$ cat src/rtl/dma_arb_pkg.sv
`timescale 1ns/1ps
package dma_arb_pkg;
  typedef enum logic [1:0] {ST_IDLE, ST_HOLD, ST_GRANT} arb_st_e;
endpackage

$ cat src/rtl/dma_req_sync.sv
`timescale 1ns/1ps
module dma_req_sync #(
  parameter int W = 4
) (
  input  logic         clk_i,
  input  logic         rst_ni,
  input  logic [W-1:0] d_i,
  output logic [W-1:0] q_o
);
  for (genvar g = 0; g < W; g++) begin : g_bit
    logic s1_q, s2_q;
    always_ff @(posedge clk_i or negedge rst_ni) begin
      if (!rst_ni) begin
        s1_q <= 1'b0;
        s2_q <= 1'b0;
      end else begin
        s1_q <= d_i[g];
        s2_q <= s1_q;
      end
    end
    assign q_o[g] = s2_q;
  end
endmodule

$ cat src/rtl/dma_prio_pick.sv
`timescale 1ns/1ps
module dma_prio_pick #(
  parameter  int NCH = 4,
  localparam int CW  = $clog2(NCH)
) (
  input  logic [NCH-1:0] pend_i,
  input  logic [CW-1:0]  top_i,   // highest-priority channel
  output logic           any_o,
  output logic [CW-1:0]  win_o
);
  logic [CW-1:0] idx;
  always_comb begin
    any_o = 1'b0;
    win_o = '0;
    idx   = '0;
    for (int i = 0; i < NCH; i++) begin
      idx = top_i + CW'(i);  // wraps because NCH is a power of two
      if (!any_o && pend_i[idx]) begin
        any_o = 1'b1;
        win_o = idx;
      end
    end
  end
endmodule

$ cat src/rtl/dma_prio_arb.sv
`timescale 1ns/1ps
module dma_prio_arb
  import dma_arb_pkg::*;
#(
  parameter  int NCH = 4,
  localparam int CW  = $clog2(NCH)
) (
  input  logic           clk_i,
  input  logic           rst_ni,
  input  logic [NCH-1:0] dreq_i,
  input  logic [NCH-1:0] swreq_set_i,
  input  logic [NCH-1:0] mask_set_i,
  input  logic [NCH-1:0] mask_clr_i,
  input  logic           cmd_we_i,
  input  logic           cmd_rotate_i,
  input  logic           cmd_req_low_i,
  input  logic           cmd_ack_high_i,
  input  logic           hlda_i,
  input  logic           done_i,
  output logic           hrq_o,
  output logic [NCH-1:0] dack_o,
  output logic           grant_vld_o,
  output logic [CW-1:0]  grant_ch_o
);
  arb_st_e        st_q;
  logic           rot_q, req_lo_q, ack_hi_q;
  logic [NCH-1:0] mask_q, sw_q, req_s, hw_act, pend, grant_oh, sw_clr;
  logic [CW-1:0]  ch_q, rot_top_q, top, win;
  logic           any, svc_end;

  always_ff @(posedge clk_i or negedge rst_ni) begin
    if (!rst_ni) begin
      rot_q    <= 1'b0;
      req_lo_q <= 1'b0;
      ack_hi_q <= 1'b0;
    end else if (cmd_we_i) begin
      rot_q    <= cmd_rotate_i;
      req_lo_q <= cmd_req_low_i;
      ack_hi_q <= cmd_ack_high_i;
    end
  end

  always_ff @(posedge clk_i or negedge rst_ni) begin
    if (!rst_ni) mask_q <= '1;
    else         mask_q <= (mask_q & ~mask_clr_i) | mask_set_i;
  end

  assign svc_end = (st_q == ST_GRANT) && done_i;

  always_comb begin
    sw_clr = '0;
    if (svc_end) sw_clr[ch_q] = 1'b1;
  end

  always_ff @(posedge clk_i or negedge rst_ni) begin
    if (!rst_ni) sw_q <= '0;
    else         sw_q <= (sw_q & ~sw_clr) | swreq_set_i;
  end

  dma_req_sync #(.W(NCH)) u_sync (
    .clk_i (clk_i),
    .rst_ni(rst_ni),
    .d_i   (dreq_i),
    .q_o   (req_s)
  );

  assign hw_act = req_s ^ {NCH{req_lo_q}};
  assign pend   = (hw_act & ~mask_q) | sw_q;
  assign top    = rot_q ? rot_top_q : '0;

  dma_prio_pick #(.NCH(NCH)) u_pick (
    .pend_i(pend),
    .top_i (top),
    .any_o (any),
    .win_o (win)
  );

  always_ff @(posedge clk_i or negedge rst_ni) begin
    if (!rst_ni) begin
      st_q      <= ST_IDLE;
      ch_q      <= '0;
      rot_top_q <= '0;
    end else begin
      unique case (st_q)
        ST_IDLE: if (any) st_q <= ST_HOLD;
        ST_HOLD: begin
          if (!any) st_q <= ST_IDLE;
          else if (hlda_i) begin
            st_q <= ST_GRANT;
            ch_q <= win;
          end
        end
        ST_GRANT: begin
          if (done_i) begin
            st_q <= ST_IDLE;
            if (rot_q) rot_top_q <= ch_q + 1'b1;
          end
        end
        default: st_q <= ST_IDLE;
      endcase
    end
  end

  always_comb begin
    grant_oh = '0;
    if (st_q == ST_GRANT) grant_oh[ch_q] = 1'b1;
  end

  assign hrq_o       = (st_q != ST_IDLE);
  assign grant_vld_o = (st_q == ST_GRANT);
  assign grant_ch_o  = ch_q;
  assign dack_o      = ack_hi_q ? grant_oh : ~grant_oh;
endmodule

$ cat config.mk
export PLATFORM = sky130hd
export DESIGN_NAME = dma_prio_arb
export DESIGN_NICKNAME = d
export VERILOG_FILES = /design/src/rtl/dma_arb_pkg.sv /design/src/rtl/dma_req_sync.sv /design/src/rtl/dma_prio_pick.sv /design/src/rtl/dma_prio_arb.sv
export SDC_FILE = /design/constraint.sdc
export NUM_CORES = 1
export LEC_CHECK = 0
export ABC_AREA = 1
export CORE_ASPECT_RATIO = 1.25
export CORE_MARGIN = 2
export CORE_UTILIZATION = 40
export DETAILED_ROUTE_END_ITERATION = 10
export DONT_BUFFER_PORTS = 1
export MAX_ROUTING_LAYER = met4
export PLACE_DENSITY = 0.52
export REMOVE_ABC_BUFFERS = 1
export SYNTH_ARGS = -nofsm -noshare
export SYNTH_HDL_FRONTEND = slang
export SYNTH_SLANG_ARGS = --single-unit
export TNS_END_PERCENT = 10
$ cat constraint.sdc
create_clock -name clk_i -period 1.85 [get_ports clk_i]
set_clock_uncertainty 0.1 [all_clocks]
set_input_delay 0.37 -clock clk_i [delete_from_list [all_inputs] [get_ports clk_i]]
set_output_delay 0.37 -clock clk_i [all_outputs]
set_load 0.03 [all_outputs]
# Word level (Yosys, flattened, before mapping)
# Index checks and enable logic that the tools add are counted.
[totals]
reg_bits = 25
in_bits = 24
output_inout_bits = 8
[op_classes]
n_addsub = 4
n_lt_le_gt_ge = 6
n_eq_ne = 5
n_mux = 27
bitwise = 11
reduce_logical = 13
[ops]
columns = ["operator", "n"]
rows = [
  ["$mux 2", 9],
  ["$not 4->4", 4],
  ["$lt 2x3->1 const B", 5],
  ["$and 4x4->4", 3],
  ["$mux 4", 3],
  ["$or 4x4->4", 3],
  ["$mux 1", 9],
  ["$reduce_and 3->1", 3],
  ["$bmux 1 s2", 4],
  ["$pmux 2 s3", 1],
  ["$logic_and 1x1->1", 5],
  ["$add 2x1->2 const B", 2],
  ["$add 2x2->2 const B", 2],
  ["$ne 2x2->1 const B", 2],
  ["$xor 4x4->4", 1],
  ["$logic_not 1->1", 3],
  ["$ne 3x3->1 const B", 1],
  ["$demux 1 s2", 1],
  ["$eq 2x1->1 const B", 1],
  ["$eq 2x2->1 const B", 1],
  ["$ge 2x1->1 const B", 1],
  ["$logic_not 2->1", 1],
  ["$reduce_bool 2->1", 1],
]

# Longest topological paths before layout
[depth]
word_depth = 17
depth_mapped = 13

# Hierarchy
# Synthesis repeated with hierarchy kept, for this count alone.
[hier_totals]
hier_cells = 192
area_unflattened_um2 = 1492.7
[by_module_without_submodules]
columns = ["mod", "instances", "cells_per_inst", "area_per_inst_um2", "seq_area_each_um2"]
rows = [
  ["dma_prio_arb", 1, 121, 943.4, 430.4],
  ["dma_prio_pick", 1, 59, 319.1, 0.0],
  ["dma_req_sync", 1, 12, 230.2, 200.2],
]

# Worst setup path after synthesis
# No wires, ideal clock.
[synth_timing]
path_kind = "register to output"
startpoint = "reg st_q[0]"
endpoint = "out dack_o[0]"
arrival_time_ps = 1609
path_slack_ps = -229
stages_incl_launch_ff = 4
path_cell_list = "dfrtp_1 nor2_1 nand2_1 xor2_1"
[synth_via]
elab_chain_cells = 4
[synth_lines]
columns = ["element", "line", "rtl"]
rows = [
  ["from (decl)", "dma_prio_arb.sv:25", "arb_st_e st_q;"],
  ["from (signal assigned)", "dma_prio_arb.sv:80", "st_q <= ST_IDLE;"],
  ["from (signal assigned)", "dma_prio_arb.sv:85", "ST_IDLE: if (any) st_q <= ST_HOLD;"],
  ["from (signal assigned)", "dma_prio_arb.sv:87", "if (!any) st_q <= ST_IDLE;"],
  ["$eq 2x2->1 (*)", "-", ""],
  ["via grant_vld_o", "dma_prio_arb.sv:22", "output logic grant_vld_o,"],
  ["$mux 4 (*)", "dma_prio_arb.sv:106", "if (st_q == ST_GRANT) grant_oh[ch_q] = 1'b1;"],
  ["$not 4->4", "dma_prio_arb.sv:112", "assign dack_o = ack_hi_q ? grant_oh : ~grant_oh;"],
  ["$mux 4 (*)", "dma_prio_arb.sv:112", ""],
  ["to (decl)", "dma_prio_arb.sv:21", "output logic [NCH-1:0] dack_o,"],
]
# The timed path passes the listed nets; every way through them passes the cells marked *.

# Worst setup path after layout
[layout_timing]
startpoint = "reg ch_q[0], in the netlist grant_ch_o[0]"
endpoint = "out dack_o[3]"
[layout_via]
elab_chain_cells = 7
[layout_lines]
columns = ["element", "line", "rtl"]
rows = [
  ["from (decl)", "dma_prio_arb.sv:28", "logic [CW-1:0] ch_q, rot_top_q, top, win;"],
  ["from (signal assigned)", "dma_prio_arb.sv:90", "ch_q <= win;"],
  ["$lt 2x3->1 (not written as such) or $ge 2x1->1 (tied branches)", "dma_prio_arb.sv:106", ""],
  ["$logic_and 1x1->1 (not written as such)", "dma_prio_arb.sv:106", ""],
  ["$mux 1 (not written as such)", "dma_prio_arb.sv:106", ""],
  ["$demux 1 s2 (*)", "dma_prio_arb.sv:106", ""],
  ["$mux 4 (*)", "dma_prio_arb.sv:106", ""],
  ["$not 4->4", "dma_prio_arb.sv:112", ""],
  ["$mux 4 (*)", "dma_prio_arb.sv:112", ""],
]
# Mark *: on every way between the ends. The rest lies on a longest branch, timed or not.

==> impl_metrics.tcl <==
set metrics [dict create \
    maxSlewHeadroom_pct 80.86 \
    worstSetupStartpointType "flop" \
    setup_viol 0 \
    area_growth_pct 21.07 \
    clock_sinks 25 \
    synth_area_um2 1401 \
    drcViolationCount 0 \
    cts_buffer_depth 2 \
    final_core_util_pct 49.56 \
    nFillCells 326 \
    clkLatencyLatePin_ps 270 \
    setup_ws_ps 29.13 \
    period_minus_slack_ps 1821 \
    grt_overflow 0 \
    core_area_um2 3423 \
    cp.arrival_ps 1350 \
    yosys.area.top_type_share_pct 37.50 \
    initial_core_util_pct 40.94 \
    pre_cts_slack_ps 227.5 \
    antenna_found_initial 0 \
    final_common_cell "nand2_1" \
    ys_seq_elements 25 \
    drt-initial-drc-count 8 \
    rsz0062_at_grt "true" \
    clkTransAtPathRegs_ps 100 \
    cp_max_fo 5 \
    slew_violations 0 \
    htreeDepth 1 \
    timing.max_cap.violations 0 \
    track_usage_pct 15.03 \
    fp.dieW_um 56.94 \
    whs_ps 42.47 \
    hold_viol 0 \
    chipHeight_um 70.18 \
    grt_pass1_wl_mm 4.629 \
    status "finished clean" \
    cts_tree "built" \
    rows 24 \
    avgSynthCellArea_um2 8.926 \
    first_pass_iters 4 \
    multi_input_area_um2 718.2 \
    leakagePower_nw 0.8140 \
    die-area_um2 3996 \
    cts_root_buf "clkbuf_8" \
    synth_sequential_area_ratio_pct 45.00 \
    drive_above_1_share_pct 33.71 \
    diodes 0 \
    layout_common_cells "35 x nand2_1, 19 x dfrtp_1, 18 x inv_1" \
    synthCells 157 \
    peakVddDrop_v 0.0005905 \
    cp-end-kind "primary output" \
    yosys.area.top_type "dfrtp_1" \
    ys_types 27 \
    path_class "flop to primary output" \
    period_share_pct 98.43 \
    fin_setup_tns_ps 0 \
    num_io_pins 32 \
    clock.fmax_mhz 549.2 \
    grt_max_degree 26 \
    vias 1055 \
    wl_per_cell_um 12.17 \
    grt_pass1_vias 1077 \
    cts_buffers 3 \
    p_per_area_nw_per_um2 1005 \
    ys_top_cells_by_area "dfrtp_1 38%, nand2_1 10%, dfstp_2 7.5%, nand3_1 6.1%, inv_1 5.4%" \
    io_buffers 0 \
    min_path_type "primary input to flop" \
    synth_warnings 0 \
    vias_per_cell 4.930 \
    drt_wl_total_mm 2.604 \
    critPathRequiredTime_ps 1380 \
    seq_area_um2 633.1 \
    gp_congestion 0.9185 \
    final_nets 204 \
    hpwl_mm 2.085 \
    tightest_slew_ps 286.4 \
    ant_nets 0 \
]
## sequential cells by signal, summed over array words and instances (netlist names)
signal and cells:
ack_hi_q 1, grant_ch_o 2, mask_q 4, req_lo_q 1
rot_q 1, rot_top_q 2, st_q 2, sw_q 4
u_sync.g_bit.s1_q 4, u_sync.g_bit.s2_q 4
## where the power goes
part	internal (W)	switching, W	total [W]
Sequential	0.000627	0.0000856	0.000712
Clock	0.000158	0.000182	0.000340
Combinational	0.000243	0.000409	0.000653
## critical path: stages (launching register included)
cell	delay [ps]
dfrtp_2	480
ha_2	210
nand2_1	70
xor2_1	140
buf_4	180
## path summary, 6_finish.rpt
path / from / to / slack [ps] / depth (start not counted)
max: grant_ch_o[0] / dack_o[3] / 30 / 4
min reg2reg: u_sync.g_bit[1].s1_q / u_sync.g_bit[1].s2_q / 260 / 0
min in group asynchronous: rst_ni / u_sync.g_bit[0].s1_q / 400 / 2
min: mask_clr_i[3] / mask_q[3] / 40 / 1
max reg2reg: rot_q / grant_ch_o[0] / 210 / 10
max in group asynchronous: rst_ni / mask_q[1] / 1020 / 2
## synth_stat cells
cell	n
ha_1	4
o21bai_1	4
mux2_2	2
nor3_2	1
o21ai_0	4
xor2_1	4
mux2_1	1
nand3_4	2
clkbuf_1	1
nand3_1	17
o2111a_1	1
clkinv_2	3
inv_2	1
inv_4	1
nand3_2	6
inv_1	20
a21o_1	4
nand2_2	10
nand2_1	38
nor2_1	2
dfstp_2	4
nand2_4	2
clkinv_1	1
o21ai_1	1
o21ai_4	1
dfrtp_1	21
nand4_1	1
## metal layers
metal	part of all wire (%)	routed length, µm	vias up	global-route usage, %
li1	-	-	540	-
met1	45	1163	487	18.85
met2	50	1311	24	23.37
met3	3.8	100	4	3.148
met4	1.1	29	0	6.460
met5	0	0	-	-
## logic make-up (layout without fill, tap and decap cells)
kind of cell / Yosys count / count (layout) / synth area share [%]
AOI/OAI and AO/OA: 15 / 15 / 8.036
xor gates and xnor gates: 4 / 4 / 2.500
adders and majority gates: 4 / 4 / 3.572
buffers and inverters: 27 / 45 / 7.678
DFF: 25 / 25 / 45.00
muxes: 3 / 3 / 2.411
and+or+nand+nor: 79 / 79 / 30.80
## per-stage QoR
stage | instance area (µm²) | std cells | power (W)
after CTS | 1602 | 210 | 0.001668
after floorplan | 1398 | 156 | 0.001142
after global placement | 1506 | 203 | 0.001277
after global routing | 1697 | 214 | 0.001828
final | 1697 | 214 | 0.001705
after detailed placement | 1506 | 203 | 0.001283
## repair_timing
item	in CTS	in global routing
hold buffers	2	4
hold endpoints to repair	25	4
resized for setup	5	13
buffers inserted	1	0
endpoints found under the setup margin	4	4
pin swaps	0	1
## final cells by class
cell class	instances	share of cell area, %
Inverter	26	6.416
Tap cell	39	2.876
Sequential cell	25	37.32
Timing Repair Buffer	15	8.112
Multi-Input combinational cell	105	42.33
Clock inverter	1	0.5162
Clock buffer	3	2.434
No activity file was read; power rests on OpenSTA's default activity.
